## config.mk

```make
export PLATFORM = sky130hd
export DESIGN_NAME = swallow_divider
export DESIGN_NICKNAME = d
export VERILOG_FILES = /design/src/rtl/pdiv_pkg.sv /design/src/rtl/pdiv_downcnt.sv /design/src/rtl/pdiv_decode.sv /design/src/rtl/swallow_divider.sv
export SDC_FILE = /design/constraint.sdc
export NUM_CORES = 1
export LEC_CHECK = 0
export BUFFER_PORTS_ARGS = -buffer_cell sky130_fd_sc_hd__buf_2
export CORE_MARGIN = 2
export CORE_UTILIZATION = 38
export CTS_CLUSTER_SIZE = 12
export DETAILED_ROUTE_END_ITERATION = 8
export GPL_TIMING_DRIVEN = 1
export SKIP_CTS_REPAIR_TIMING = 1
export SLEW_MARGIN = 20
export SYNTH_ARGS = -nofsm -noshare
export SYNTH_HDL_FRONTEND = slang
export SYNTH_SLANG_ARGS = --single-unit
export TNS_END_PERCENT = 50
```

## constraint.sdc

```tcl
create_clock -name clk -period 1.9 [get_ports clk]
set_input_delay 0.19 -clock clk [delete_from_list [all_inputs] [get_ports clk]]
set_output_delay 0.19 -clock clk [all_outputs]
set_load 0.01 [all_outputs]
```

## src/rtl/pdiv_pkg.sv

```systemverilog
package pdiv_pkg;
  localparam int unsigned MAIN_BITS = 10;
  localparam int unsigned SWAL_BITS = 6;
endpackage

```

## src/rtl/pdiv_downcnt.sv

```systemverilog
module pdiv_downcnt #(
  parameter int unsigned W = 10,
  parameter bit HOLD_AT_ZERO = 1'b0
) (
  input  logic         clk,
  input  logic         rst,
  input  logic         reload,
  input  logic [W-1:0] load_val,
  output logic [W-1:0] cnt
);
  logic [W-1:0] cnt_q;
  logic [W-1:0] next_dec;

  generate
    if (HOLD_AT_ZERO) begin : g_hold
      // swallow style: park at zero until the next reload
      assign next_dec = (cnt_q == '0) ? cnt_q : cnt_q - 1'b1;
    end else begin : g_wrap
      assign next_dec = cnt_q - 1'b1;
    end
  endgenerate

  always_ff @(posedge clk) begin
    if (rst || reload) cnt_q <= load_val;
    else               cnt_q <= next_dec;
  end

  assign cnt = cnt_q;
endmodule

```

## src/rtl/pdiv_decode.sv

```systemverilog
module pdiv_decode #(
  parameter int unsigned NW = 10,
  parameter int unsigned AW = 6
) (
  input  logic [NW-1:0] main_cnt,
  input  logic [AW-1:0] swal_cnt,
  output logic          last_cyc,
  output logic          swal_done
);
  localparam logic [NW-1:0] ONE_N = NW'(1);

  // a main count of 0 or 1 marks the final cycle of the period
  assign last_cyc  = (main_cnt <= ONE_N);
  assign swal_done = (swal_cnt == '0);
endmodule

```

## src/rtl/swallow_divider.sv

```systemverilog
module swallow_divider
  import pdiv_pkg::*;
#(
  parameter int unsigned NW = MAIN_BITS,
  parameter int unsigned AW = SWAL_BITS
) (
  input  logic          clk,
  input  logic          rst,
  input  logic [NW-1:0] n_word,
  input  logic [AW-1:0] a_word,
  output logic          mod_ctl,
  output logic          term_pulse
);
  logic [NW-1:0] n_cnt;
  logic [AW-1:0] a_cnt;
  logic          last_cyc;
  logic          swal_done;

  pdiv_downcnt #(.W(NW), .HOLD_AT_ZERO(1'b0)) u_main (
    .clk(clk), .rst(rst), .reload(last_cyc), .load_val(n_word), .cnt(n_cnt)
  );

  pdiv_downcnt #(.W(AW), .HOLD_AT_ZERO(1'b1)) u_swal (
    .clk(clk), .rst(rst), .reload(last_cyc), .load_val(a_word), .cnt(a_cnt)
  );

  pdiv_decode #(.NW(NW), .AW(AW)) u_dec (
    .main_cnt(n_cnt), .swal_cnt(a_cnt), .last_cyc(last_cyc), .swal_done(swal_done)
  );

  assign mod_ctl    = swal_done;
  assign term_pulse = last_cyc;
endmodule

```

==> results.json <==
{
  "crit_type": "reg -> reg",
  "core_area_um2": 2190,
  "wl_per_cell_um": 11.1,
  "grt_max_degree": 12,
  "ant_nets": 0,
  "ys_warn_count": 0,
  "relSlewSlack_pct": 78.6,
  "ir_worst_vdd_mv": 0.455,
  "fp-row-count": 17,
  "syn_area_um2": 870,
  "drc": 0,
  "crit_path_end_kind": "flip-flop",
  "numPortBuffers": 19,
  "nets": 140,
  "viasPerCell": 4.63,
  "drv_slew": 0,
  "min_period_ns": 1.72,
  "drive_gt1_share_pct": 28.4,
  "antenna_found_initial": 0,
  "crit_required_ns": 1.93,
  "synth_simple_gate_area_share_pct": 19.6,
  "chipWidth_um": 51.8,
  "synth_compound_area_share_pct": 9.35,
  "io_pins": 20,
  "die_h_um": 51.8,
  "dp_hpwl_um": 1240,
  "synthMuxAreaShare_pct": 4.17,
  "cts_buffer_depth": 2,
  "grt_pass1_vias": 606,
  "fin_skew_ns": 0.00236,
  "layout_common_cells": "19 x nor2_1, 19 x buf_2, 13 x a21oi_1",
  "rsz0062_at_grt": "false",
  "drtPass1Iterations": 4,
  "clk_pin_slew_worst_paths_ns": 0.09,
  "worst-path-buf-inv": 1,
  "status": "finished, final reports clean",
  "power_leakage_nw": 0.451,
  "tns_ns": 0,
  "fmax_ghz": 0.581,
  "ys_ff_latch": 16,
  "synthXorXnorAreaFrac_pct": 12.1,
  "final_area_um2": 1050,
  "cts_root_buffer": "clkbuf_4",
  "worst_pin_slew_ns": 0.318,
  "numClockSinks": 16,
  "initial_core_util_pct": 39.7,
  "synth_cell_type_count": 23,
  "synth.avg_cell_area_um2": 9.45,
  "synth_top_family_by_area": "simple AND/OR/NAND/NOR gates",
  "post-route-period-util_pct": 90.6,
  "grt_usage_pct": 13.6,
  "yosysSeqAreaShare_pct": 43.7,
  "cts_tree": "done",
  "p_per_area_nw_per_um2": 754,
  "crit_chain": "inv_1 > ha_1 > o21ba_2 > a31oi_4 > mux2_4",
  "wl_um": 1600,
  "overflow": 0,
  "ff2ff_setup_slack_ns": 0.18,
  "worst_ep_arrival_time_ns": 1.75,
  "netlist_instances": 92,
  "n_antenna_cell": 0,
  "cts_inserted_buffers": 3,
  "die_area_um2": 2690,
  "syn_to_final_growth_pct": 20.4,
  "place_area_um2": 1020,
  "place_congestion": 0.773,
  "path_delay_family": "compound AO/OA/AOI/OAI gates",
  "via_count": 667,
  "grt_pass1_wl_um": 2600,
  "cts_max_level": 1,
  "crit_path_start_kind": "flip-flop",
  "slowest_delay_ns": 0.38,
  "synthAdderAreaFrac_pct": 5.76,
  "cp_slowest_cell": "dfxtp_1",
  "drt_first_iter_violations": 6,
  "hp-class": "in -> reg",
  "path_max_fanout": 6,
  "clk_latency_ns": 0.27,
  "drv_cap": 0,
  "hold_viol_final": 0,
  "setup_viol": 0,
  "mappedNetlistNets": 114
}
## power breakdown
part	switching [W]	internal [W]
clock	0.0000949	0.0000733
sequential	0.0000440	0.000405
combinational	0.0000818	0.0000901
## metrics by stage
stage          std cells  worst slack (ns)  total power (W)  util [%]  hold slack [ns]
6_report             144             0.178         0.000789      47.8            0.140
4_1_cts              144            0.0962         0.000799      47.4            0.128
3_5_place_dp         141             0.110         0.000625      46.4            0.431
2_1_floorplan         92            0.0489         0.000570         -            0.322
5_1_grt              144            0.0644         0.000846      47.8            0.137
3_3_place_gp         141             0.159         0.000619      46.4            0.426
## worst reg2reg max path: stages, from the launching register on
cell     delay (ns)
dfxtp_1        0.38
inv_1          0.07
ha_1           0.21
o21ba_2        0.24
a31oi_4        0.27
mux2_4         0.32
## synthesized netlist by cell type
cell type | instances | area (um2)
a21oi_1 | 13 | 65.1
a31oi_1 | 1 | 6.26
and3_1 | 2 | 12.5
buf_2 | 1 | 5.00
buf_6 | 2 | 22.5
dfxtp_1 | 10 | 200
edfxtp_1 | 6 | 180
ha_1 | 4 | 50.1
inv_1 | 5 | 18.8
mux2_2 | 1 | 11.3
mux2_4 | 1 | 15.0
mux2i_1 | 1 | 10.0
nand2_1 | 5 | 18.8
nand3_1 | 2 | 10.0
nand3b_1 | 1 | 7.51
nand4b_1 | 1 | 8.76
nor2_1 | 19 | 71.3
nor3_1 | 2 | 10.0
nor3_2 | 1 | 10.0
nor4_4 | 1 | 21.3
o21ba_2 | 1 | 10.0
xnor2_1 | 4 | 35.0
xor2_1 | 8 | 70.1
## cell families after synthesis
family	after synthesis
DFF	16
xor gates and xnor gates	12
adders and majority gates	4
muxes	3
AOI/OAI and AO/OA	15
buffers and inverters	8
and+or+nand+nor	34
## layer usage
layer / vias to the layer above / global-route usage (%) / part of all wire (%)
met5: - / 0 / 0
met4: 0 / 7.89 / 1.1
met3: 2 / 3.74 / 4.3
met2: 14 / 20.7 / 48
met1: 292 / 17.3 / 47
li1: 359 / - / -
## final timing paths
kind	from	endpoint	cells after the start
max	u_main.cnt[0]	u_swal.cnt[0]	5
min	n_word[1]	u_main.cnt[1]	3
max reg2reg	u_main.cnt[0]	u_swal.cnt[0]	5
min reg2reg	u_main.cnt[0]	u_main.cnt[0]	2
## final cells by class
| type | count | area (um2) |
|---|---|---|
| timing repair buffer | 24 | 133 |
| fill | 221 | 1140 |
| tap | 28 | 35.0 |
| clock buffer | 3 | 22.5 |
| inverter | 5 | 18.8 |
| multi-input combinational | 68 | 458 |
| sequential | 16 | 380 |
## state kept, by name, indices dropped and copies added, names as in the netlist
signal and cells:
u_main.cnt 10, u_swal.cnt 6
Power figures use the tool's default switching activity.
